### config.mk
export PLATFORM = sky130hd
export DESIGN_NAME = llsc_monitor
export DESIGN_NICKNAME = d
export VERILOG_FILES = /design/src/rtl/llsc_pkg.sv /design/src/rtl/llsc_prio_arb.sv /design/src/rtl/llsc_resv_table.sv /design/src/rtl/llsc_word_store.sv /design/src/rtl/llsc_monitor.sv
export SDC_FILE = /design/constraint.sdc
export NUM_CORES = 1
export LEC_CHECK = 0
export ABC_AREA = 0
export BUFFER_PORTS_ARGS = -buffer_cell sky130_fd_sc_hd__buf_4
export CORE_MARGIN = 4
export CORE_UTILIZATION = 35
export CTS_BUF_LIST = sky130_fd_sc_hd__clkbuf_8
export DETAILED_ROUTE_END_ITERATION = 8
export PLACE_DENSITY_LB_ADDON = 0.05
export SLEW_MARGIN = 20
export SYNTH_ARGS = -nofsm -noshare
export SYNTH_HDL_FRONTEND = slang
export SYNTH_HIERARCHICAL = 1
export SYNTH_SLANG_ARGS = --single-unit
### constraint.sdc
create_clock -name clk -period 8.7 [get_ports clk]
set_input_delay 0.435 -clock clk [delete_from_list [all_inputs] [get_ports clk]]
set_output_delay 0.435 -clock clk [all_outputs]
set_load 0.1 [all_outputs]
### src/rtl/llsc_pkg.sv
// Shared operation encoding for the reservation monitor.
package llsc_pkg;
    typedef enum logic [1:0] {
        OP_LOAD  = 2'b00,
        OP_STORE = 2'b01,
        OP_LINK  = 2'b10,
        OP_COND  = 2'b11
    } llsc_op_e;
endpackage

### src/rtl/llsc_prio_arb.sv
// Fixed-priority arbiter: grants the lowest-numbered active request.
// Assumes requests are level signals held until granted.
module llsc_prio_arb #(
    parameter int N_REQ = 2,
    localparam int IDX_W = (N_REQ > 1) ? $clog2(N_REQ) : 1
) (
    input  logic [N_REQ-1:0] req,
    output logic [N_REQ-1:0] gnt,
    output logic [IDX_W-1:0] gnt_idx,
    output logic             any
);
    // Scan from the top so the lowest index is the last to overwrite.
    always_comb begin
        gnt_idx = '0;
        any     = 1'b0;
        for (int i = N_REQ - 1; i >= 0; i--) begin
            if (req[i]) begin
                gnt_idx = IDX_W'(i);
                any     = 1'b1;
            end
        end
        gnt = '0;
        if (any) gnt[gnt_idx] = 1'b1;
    end
endmodule

### src/rtl/llsc_resv_table.sv
// Per-requester reservation registers (valid bit plus word address).
// Assumes at most one operation is applied per cycle (op_fire).
// A linked read arms the owner's entry; a conditional write disarms it;
// a committed write by any requester disarms other entries on that word.
module llsc_resv_table
    import llsc_pkg::*;
#(
    parameter int N_REQ  = 2,
    parameter int ADDR_W = 4,
    localparam int IDX_W = (N_REQ > 1) ? $clog2(N_REQ) : 1
) (
    input  logic              clk,
    input  logic              rst_n,
    input  logic              op_fire,
    input  logic [IDX_W-1:0]  op_idx,
    input  llsc_op_e          op_kind,
    input  logic [ADDR_W-1:0] op_addr,
    input  logic              write_commit,
    output logic              cond_ok
);
    logic [N_REQ-1:0]             rv;
    logic [N_REQ-1:0][ADDR_W-1:0] ra;

    for (genvar g = 0; g < N_REQ; g++) begin : g_entry
        // Update one requester's reservation entry.
        always_ff @(posedge clk) begin
            if (!rst_n) begin
                rv[g] <= 1'b0;
                ra[g] <= '0;
            end else if (op_fire) begin
                if (op_idx == IDX_W'(g)) begin
                    if (op_kind == OP_LINK) begin
                        rv[g] <= 1'b1;
                        ra[g] <= op_addr;
                    end else if (op_kind == OP_COND) begin
                        rv[g] <= 1'b0;
                    end
                end else if (write_commit && rv[g] && (ra[g] == op_addr)) begin
                    rv[g] <= 1'b0;
                end
            end
        end
    end

    // Conditional write may commit only on a live, matching reservation.
    always_comb cond_ok = rv[op_idx] && (ra[op_idx] == op_addr);
endmodule

### src/rtl/llsc_word_store.sv
// Register-based word storage with combinational read and one write port.
// Assumes the read and write address are the same accepted operation's.
module llsc_word_store #(
    parameter int ADDR_W = 4,
    parameter int DATA_W = 32,
    localparam int DEPTH = 1 << ADDR_W
) (
    input  logic              clk,
    input  logic              rst_n,
    input  logic              we,
    input  logic [ADDR_W-1:0] addr,
    input  logic [DATA_W-1:0] wdata,
    output logic [DATA_W-1:0] rdata
);
    logic [DATA_W-1:0] mem [DEPTH];

    // Clear all words on reset, otherwise apply the single write.
    always_ff @(posedge clk) begin
        if (!rst_n) begin
            for (int k = 0; k < DEPTH; k++) mem[k] <= '0;
        end else if (we) begin
            mem[addr] <= wdata;
        end
    end

    // Read the addressed word before any write of this cycle.
    always_comb rdata = mem[addr];
endmodule

### src/rtl/llsc_monitor.sv
// Top: arbitrates requesters, performs one operation per cycle against
// the word store and reservation table, returns a registered response.
// Assumes requesters hold valid and operands stable until ready.
module llsc_monitor
    import llsc_pkg::*;
#(
    parameter int N_REQ  = 2,
    parameter int ADDR_W = 4,
    parameter int DATA_W = 32
) (
    input  logic                          clk,
    input  logic                          rst_n,
    input  logic [N_REQ-1:0]              req_valid,
    output logic [N_REQ-1:0]              req_ready,
    input  logic [N_REQ-1:0][1:0]         req_op,
    input  logic [N_REQ-1:0][ADDR_W-1:0]  req_addr,
    input  logic [N_REQ-1:0][DATA_W-1:0]  req_wdata,
    output logic [N_REQ-1:0]              rsp_valid,
    output logic [DATA_W-1:0]             rsp_data
);
    localparam int IDX_W = (N_REQ > 1) ? $clog2(N_REQ) : 1;

    logic [N_REQ-1:0]  gnt;
    logic [IDX_W-1:0]  gnt_idx;
    logic              any_req;
    logic              fire;
    llsc_op_e          sel_op;
    logic [ADDR_W-1:0] sel_addr;
    logic [DATA_W-1:0] sel_wdata;
    logic              cond_ok;
    logic              write_commit;
    logic [DATA_W-1:0] rd_word;
    logic [DATA_W-1:0] rsp_next;

    llsc_prio_arb #(.N_REQ(N_REQ)) u_arb (
        .req     (req_valid),
        .gnt     (gnt),
        .gnt_idx (gnt_idx),
        .any     (any_req)
    );

    // Steer the granted requester's operands and gate acceptance in reset.
    always_comb begin
        fire      = any_req && rst_n;
        req_ready = rst_n ? gnt : '0;
        sel_op    = llsc_op_e'(req_op[gnt_idx]);
        sel_addr  = req_addr[gnt_idx];
        sel_wdata = req_wdata[gnt_idx];
    end

    // A write lands for plain writes and for conditional writes that hold.
    always_comb write_commit = fire &&
        ((sel_op == OP_STORE) || ((sel_op == OP_COND) && cond_ok));

    llsc_resv_table #(.N_REQ(N_REQ), .ADDR_W(ADDR_W)) u_resv (
        .clk          (clk),
        .rst_n        (rst_n),
        .op_fire      (fire),
        .op_idx       (gnt_idx),
        .op_kind      (sel_op),
        .op_addr      (sel_addr),
        .write_commit (write_commit),
        .cond_ok      (cond_ok)
    );

    llsc_word_store #(.ADDR_W(ADDR_W), .DATA_W(DATA_W)) u_store (
        .clk   (clk),
        .rst_n (rst_n),
        .we    (write_commit),
        .addr  (sel_addr),
        .wdata (sel_wdata),
        .rdata (rd_word)
    );

    // Choose the response payload for the accepted operation.
    always_comb begin
        case (sel_op)
            OP_LOAD, OP_LINK: rsp_next = rd_word;
            OP_COND:          rsp_next = {{(DATA_W-1){1'b0}}, cond_ok};
            default:          rsp_next = '0;
        endcase
    end

    // Register the one-cycle response toward the served requester.
    always_ff @(posedge clk) begin
        if (!rst_n) begin
            rsp_valid <= '0;
            rsp_data  <= '0;
        end else begin
            rsp_valid <= fire ? gnt : '0;
            if (fire) rsp_data <= rsp_next;
        end
    end
endmodule

* Yosys cells after proc, flatten, opt, wreduce, memory -nomap -nowiden
Memories as Yosys holds them, arrays and structs flattened. Index checks and enable logic that the tools add are counted.
Storage, ports and cells: latch bits 0, output and inout bits 36, logic and storage cells 69, bits in writable memories 512, register bits after elaboration 44, input bits 80, memories 1, bits in read-only memories 0
Memories:
- u_store.mem | depth 16, width 32, read ports 1, clocked after memory_dff 0, wr ports 16, line llsc_word_store.sv:15 | logic [DATA_W-1:0] mem [DEPTH];
Cells by class: reductions and logical operators 20, shift operators 0, multipliers 0, equality and inequality tests 8, bitwise logic cells 1, magnitude comparators 2, $add $sub $neg 0, divide/modulo/power cells 0, mux-type cells 31
Operators by type and width (number):
- $mux 32 | 3
- $pmux 32 s2 | 1
- $reduce_or 32->1 | 1
- $mux 4 | 5
- $mux 1 | 17
- $eq 4x4->1 | 3
- $reduce_and 3->1 | 4
- $logic_and 1x1->1 | 9
- $mux 2 | 4
- $eq 2x2->1 const B | 2
- $ne 3x3->1 const B | 1
- $reduce_bool 3->1 | 1
- $eq 2x1->1 const B | 1
- $logic_not 2->1 | 1
- $lt 1x2->1 const B | 1
- $ne 2x2->1 const B | 1
- $reduce_and 2->1 | 1
- $reduce_bool 2->1 | 1
- $reduce_or 2->1 | 1
- $demux 1 s1 | 1
- $ge 1x1->1 const B | 1
- $logic_or 1x1->1 | 1
- $not 1->1 | 1

* Longest topological paths before layout
Gate-level depths: netlist of the first run.
word-level depth 14, mapped depth 12, gate-level depth less buffers 10

* By module
Netlist of the first run, hierarchy kept.
By module, submodules not included:
- llsc_word_store | cells an instance 1418, instances 1, area each 22908.2 um^2, seq. area each 15374.7 um^2
- llsc_monitor | cells an instance 197, instances 1, area each 1914.3 um^2, seq. area each 680.7 um^2
- llsc_resv_table | cells an instance 59, instances 1, area each 573.0 um^2, seq. area each 200.2 um^2
- llsc_prio_arb | cells an instance 4, instances 1, area each 23.8 um^2, seq. area each 0.0 um^2

* Worst setup path after synthesis of the first run
No wires, ideal clock.
kind in2reg, start point in req_valid[1], end point mem u_store.mem[5][0], enable pin, data arrival time 5275 ps, slack 2959 ps, stages on the path 10, required time 8234 ps, library setup time 466 ps, buffers on the path 1, cell sequence nor2b_1 -> buf_6 -> mux2_2 -> xor2_1 -> or4b_1 -> a21oi_1 -> inv_1 -> a211oi_2 -> nand4b_1 -> o21ai_0
RTL lines:
- from (decl) | line llsc_monitor.sv:13 | input logic [N_REQ-1:0] req_valid,
- to (decl) | line llsc_word_store.sv:15

==> flow_summary.toml, run 1 <==
[cts]
postCtsSetupRepairBufs = 0
cts_tree = "built"
cts_buffers = 98
cts.sinks = 556
clkLatencyLatePin_ns = 0.68
root_buffer = "clkbuf_8"
clock_path_buffers = 3
post_cts_resized = 0
path_clk_slew_ns = 0.06
cts_max_level = 3

[flow_run]
max-cap-violations = 0

[floorplan]
fp.dieH_um = 277
pin_count = 116
fp.coreArea_um2 = 71700
fp.dieArea_um2 = 77000
die_w_um = 277
num_rows = 98
start_util_pct = 35.4

[sta]
rsz0062_at_grt = "no"
tns_ns = 0
hold_viol = 0
fmax_ghz = 0.179
period_minus_slack_ns = 5.60
skew_ns = 0.0262
worst_pin_slew_ns = 1.11
setup_viol = 0
slew_viol_final = 0
max_slew_margin_pct = 26.0
period_share_pct = 64.4

[logic_synthesis]
syn_inst = 1678
yosys.area.top_type = "edfxtp_1"
synth_area_per_cell_um2 = 15.1
synth_fp_nets = 1758
synth_edf_count = 512
async_reset_ff_share_pct = 0
synth_seq_cells = 556
ys_types = 46
synth_top_area_share_pct = 60.5
synthesis.area_um2 = 25400
synth.area.top_cells = "edfxtp_1, and2_1, mux4_2"
yosysSeqAreaShare_pct = 63.9
yosys_warnings = 6
synth_ff_type = "edfxtp_1"

[global_routing]
antenna_found_initial = 2
overflow = 0
track_usage_pct = 19.1
grt_pass1_vias = 15300
grt_max_degree = 90
grt_pass1_wl_um = 109000

[detailed_routing]
wl_per_cell_um = 26.2
drt.antenna.violating_nets = 0
wirelength_um = 73700
drc = 0
drtIter0Drc = 1076
vias_per_cell = 5.08
vias = 14300
drtPass1Iterations = 7

[setup_path]
worst-r2r-setup-slack_ns = 4.35
cp-start-kind = "input pin"
rr_worst_depth = 9
crit_arrival_ns = 5.89
crit_path_max_fanout = 33
cp-end-kind = "flop"
worst-setup-path-type = "in2reg"
r2r_start = "u_resv/ra[6]"
critPathRequiredTime_ns = 8.99
r2r-end = "u_store/mem[4][28]"

[place]
gp_congestion = 0.737
dp_hpwl_um = 42000
io_buffers = 115

[hold_path]
holdPathEnd = "rsp_data[0]"
hp-start = "rst_n"
hold_path_class = "in2reg"
hold_depth = 4

[finish]
drive_gt1_share_pct = 26.0
area_delta_synth_final_pct = 14.7
layout.nets = 1859

[power]
p_leak_nw = 10.3
p_per_area_nw_per_um2 = 205
fin_total_pwr_mw = 5.99
ir_drop_mv = 0.102

[outcome]
status = "complete, no violations"
synth_stat cells (2+ instances only):
library cell and instances:
inv_1 4, nor2b_1 13, mux2i_1 9, buf_6 12, nor3_2 4, edfxtp_1 512
xnor2_1 6, buf_4 8, and3_1 2, clkbuf_1 76, nand4b_1 2, a21boi_0 3
and2_1 515, nand4_1 4, clkbuf_2 3, nand3_1 36, nand2_1 34, dfxtp_1 44
xor2_1 3, buf_1 2, a21boi_1 28, nand2b_1 37, o21ai_0 12, mux4_2 128
nor2_1 14, buf_2 49, mux2_2 36, a22oi_1 64
cells by family (layout without fill, tap and decap cells):
family          Yosys count  after routing  share of synthesized area, %
simple gates            670            670                          16.0
flops                   556            556                          63.9
mux                     175            175                          13.4
buf+inv                 154            336                          3.00
compound gates          114            114                          3.27
xor+xnor                  9              9                         0.310
other cells               0              1                             0
worst max-delay path by stage:
stage	start	to	slack, ns	cells past startpoint
2_1_floorplan	req_valid[1]	u_store/mem[5][0]	2.96	10
3_3_place_gp	req_valid[0]	u_store/mem[4][23]	2.95	13
3_5_place_dp	req_valid[0]	u_store/mem[4][25]	2.89	13
4_1_cts	req_valid[0]	u_store/mem[4][23]	3.06	14
5_1_grt	req_valid[0]	u_store/mem[4][2]	2.80	14
6_report	req_valid[0]	u_store/mem[4][28]	3.10	14
layout make-up:
type	instances	area [um^2]
fillers	6683	42600
flip-flops and latches	556	16300
multi-input cells	968	8730
clock buffers	106	1460
repair buffers	151	1190
well taps	950	1190
clock inverters	75	310
inverters	4	15.0
diodes	1	2.50
critical path: stages:
cell and delay (ns):
dlygate4sd3_1 0.54, buf_4 0.15, nor2b_4 0.10, buf_4 0.37
mux2_8 0.55, xor2_1 0.23, or4b_1 0.53, a21oi_1 0.19
inv_1 0.07, a211oi_2 0.39, nand4b_1 0.72, nor3_4 0.33
buf_4 0.38, nand2b_2 0.81
cell usage in the layout (no fill, tap or decap), types with 4 or more instances in the layout:
| cell type | count |
|---|---|
| and2_1 | 515 |
| edfxtp_1 | 512 |
| buf_4 | 146 |
| mux4_2 | 128 |
| clkbuf_8 | 106 |
| a22oi_1 | 64 |
| dfxtp_1 | 44 |
| inv_1 | 42 |
| nand3_1 | 36 |
| mux2_2 | 34 |
| nand2_1 | 34 |
| nand2b_1 | 33 |
| a21boi_1 | 28 |
| clkinv_1 | 18 |
| clkinv_2 | 17 |
| nor2_4 | 13 |
| o21ai_4 | 12 |
| nor2b_1 | 10 |
| mux2i_1 | 9 |
| xnor2_1 | 6 |
| nand4_1 | 4 |
| nor3_4 | 4 |
per-stage QoR:
| stage | setup WS, ns | instance area (um^2) | hold WS [ns] | util, % | instances |
|---|---|---|---|---|---|
| after detailed placement | 2.89 | 27300 | 0.459 | 38.1 | 2627 |
| after floorplan | 2.96 | 25400 | 0.504 | - | 1678 |
| after global placement | 2.95 | 27300 | 0.454 | 38.1 | 2625 |
| final | 3.10 | 29200 | 0.193 | 40.6 | 2811 |
| after global routing | 2.80 | 29200 | 0.187 | 40.6 | 2811 |
| after CTS | 3.06 | 29100 | 0.131 | 40.6 | 2809 |
report_power, final:
part | switching (mW) | total (mW) | internal (mW)
combinational | 0.435 | 0.674 | 0.238
clock | 1.10 | 2.22 | 1.12
sequential | 0.0402 | 3.09 | 3.05
registers in the layout, indices dropped and copies added (netlist names):
signal       cells
rsp_data        32
rsp_valid        2
u_resv/ra        8
u_resv/rv        2
u_store/mem    512
routing by layer:
layer | part of all wire (%) | GRT usage (%) | up-vias | routed length [um]
met5 | 0 | 0 | - | 0
met1 | 45 | 26.6 | 7490 | 33500
met2 | 49 | 32.1 | 310 | 36100
met3 | 3.8 | 2.96 | 97 | 2820
li1 | - | - | 6389 | -
met4 | 1.8 | 4.01 | 0 | 1320
what timing repair did:
| action | CTS | global route |
|---|---|---|
| hold buffers | 1 | 0 |
| endpoints found under the hold margin | 1 | 0 |
| endpoints found under the setup margin | 0 | 0 |
Note: power is estimated with default switching activity, not from simulation.
==> inputs of run 2 (changes only) <==
--- a/config.mk
+++ b/config.mk
@@ -5,7 +5,7 @@
 export SDC_FILE = /design/constraint.sdc
 export NUM_CORES = 1
 export LEC_CHECK = 0
-export ABC_AREA = 0
+export ABC_AREA = 1
 export BUFFER_PORTS_ARGS = -buffer_cell sky130_fd_sc_hd__buf_4
 export CORE_MARGIN = 4
 export CORE_UTILIZATION = 35
==> constraint.sdc (replaced) <==
create_clock -name clk -period 5.2 [get_ports clk]
set_input_delay 0.26 -clock clk [delete_from_list [all_inputs] [get_ports clk]]
set_output_delay 0.26 -clock clk [all_outputs]
set_load 0.1 [all_outputs]
==> flow_summary.toml, run 2 <==
[logic_synthesis]
synth_seq_cells = 556
yosys.area.top_type = "edfxtp_1"
synth_most_common_cell = "nand2_1"
ys_types = 27
synthesis.area_um2 = 26000
synth_top_area_share_pct = 59.0
synth_ff_type = "edfxtp_1"
synth.area.top_cells = "edfxtp_1, nand2_1, nor2_1"
yosysSeqAreaShare_pct = 62.4
synth_fp_nets = 3181
synth_area_per_cell_um2 = 8.40
syn_inst = 3101
yosys_warnings = 6
ys_top_cells_by_count = "nand2_1, nor2_1, edfxtp_1, clkbuf_1, inv_1"
synth_edf_count = 512
async_reset_ff_share_pct = 0

[floorplan]
num_rows = 99
fp.dieArea_um2 = 78800
pin_count = 116
start_util_pct = 35.5
fp.dieH_um = 281
die_w_um = 281
fp.coreArea_um2 = 73300

[detailed_routing]
drt.antenna.violating_nets = 0
vias_per_cell = 4.79
drtPass1Iterations = 6
drc = 0
drtIter0Drc = 1362
vias = 20200
wl_per_cell_um = 20.1
wirelength_um = 84900

[hold_path]
hp-start = "req_valid[1]"
hold_path_class = "in2reg"

[setup_path]
crit_arrival_ns = 5.14
worst-setup-path-type = "in2reg"
r2r_start = "u_resv/ra[6]"
crit_path_max_fanout = 131
critPathRequiredTime_ns = 5.83
crit_start = "req_valid[0]"
cp-start-kind = "input pin"
cp-end-kind = "flop"
worst-r2r-setup-slack_ns = 2.11

[cts]
root_buffer = "clkbuf_8"
cts.sinks = 556
clkLatencyLatePin_ns = 0.69
path_clk_slew_ns = 0.06
cts_buffers = 102
post_cts_resized = 0
cts_max_level = 3
clock_path_buffers = 3
cts_tree = "built"

[sta]
tns_ns = 0
slew_viol_final = 0
period_share_pct = 86.6
max_slew_margin_pct = 30.8
fmax_ghz = 0.222
setup_viol = 0
worst_pin_slew_ns = 1.04
rsz0062_at_grt = "no"
period_minus_slack_ns = 4.50
timing.final.ws_setup_ns = 0.696
skew_ns = 0.0212
hold_viol = 0

[global_routing]
grt_pass1_wl_um = 128000
grt_pass1_vias = 20600
overflow = 0
track_usage_pct = 21.6
grt_max_degree = 132
antenna_found_initial = 1

[finish]
ff_latch_area_um2 = 16300
num-fill-cells = 7596
layout_common_cells = "nand2_1, nor2_1, edfxtp_1"
drive_gt1_share_pct = 10.8
layout_commonest_cell = "nand2_1"
top_register = "u_store/mem"
largest_reg_flops = 512
area_delta_synth_final_pct = 15.3
layout.nets = 3263
reg_top3 = "u_store/mem x512, rsp_data x32, u_resv/ra x8"
multi_input_area_um2 = 8630

[power]
ir_drop_mv = 0.188
fin_total_pwr_mw = 10.4
p_per_area_nw_per_um2 = 347
p_leak_nw = 13.5

[flow_run]
max-cap-violations = 0

[place]
dp_hpwl_um = 50900
pre_cts_ws_ns = 0.984
gp_congestion = 0.799
io_buffers = 115

[outcome]
status = "complete, no violations"
==> run 2: path summary, 6_finish.rpt <==
kind / to / cells past startpoint
setup / recovery: rsp_data[0] / 24
hold / removal: rsp_valid[1] / 5
setup reg to reg: u_store/mem[13][10] / 11
hold reg to reg: rsp_data[21] / 2
==> run 2: per-layer routing <==
metal  GRT usage, %  routed length (um)
met1           27.8               37300
met2           38.1               41900
met3           2.82                3230
met4           6.64                2450
met5              0                   0
==> run 2: stage by stage <==
step | std cells | area (um^2) | util [%] | hold WS (ns)
4_1_cts | 4227 | 30000 | 41.0 | 0.0109
3_5_place_dp | 4029 | 28100 | 38.3 | 0.459
3_3_place_gp | 4029 | 28100 | 38.3 | 0.453
2_1_floorplan | 3101 | 26000 | - | 0.396
6_report | 4228 | 30000 | 41.0 | 0.0587
5_1_grt | 4228 | 30000 | 41.0 | 0.0516
==> run 2: cell families (layout without fill, tap and decap cells) <==
group	Yosys count	after routing	synth area share (%)
AO/OA/AOI/OAI	51	51	1.01
XOR/XNOR	4	4	0.135
buffers and inverters	326	493	4.93
flip-flops	556	556	62.4
other	0	1	0
AND/OR/NAND/NOR	2164	2164	31.5
==> run 2: repair_timing <==
item	in CTS	in global routing
hold endpoints to repair	13	0
setup endpoints to repair	0	0
hold buffers	9	0
buffers inserted	0	0
==> run 2: worst max-delay path: stages <==
cell	delay, ns
dlygate4sd3_1	0.53
buf_4	0.13
nor2_4	0.09
inv_2	0.23
buf_4	0.31
nand2_1	0.13
nand2_4	0.14
buf_12	0.50
buf_4	0.68
nand2_1	0.10
nand2_1	0.11
nand2_1	0.05
nand2_1	0.07
nand2_1	0.05
nand2_1	0.10
inv_1	0.04
nand2_1	0.06
nand2_1	0.05
nand3b_1	0.14
dlygate4sd3_1	0.55
nand2_1	0.06
nor2_1	0.04
nor2_1	0.08
dlygate4sd3_1	0.54
==> run 2: cell type report <==
type                    instances  share of cell area [%]
flip-flops and latches        556                    54.1
multi-input cells            2219                    28.7
repair buffers                177                    5.25
clock buffers                 108                    4.95
well taps                     959                    4.00
inverters                     127                    1.62
clock inverters                81                    1.32
diodes                          1                 0.00833
==> run 2: where the power goes <==
group          total [mW]  switching [mW]  internal, mW
registers            5.16          0.0639          5.10
logic                1.35            1.02         0.330
clock network        3.89            1.87          2.02
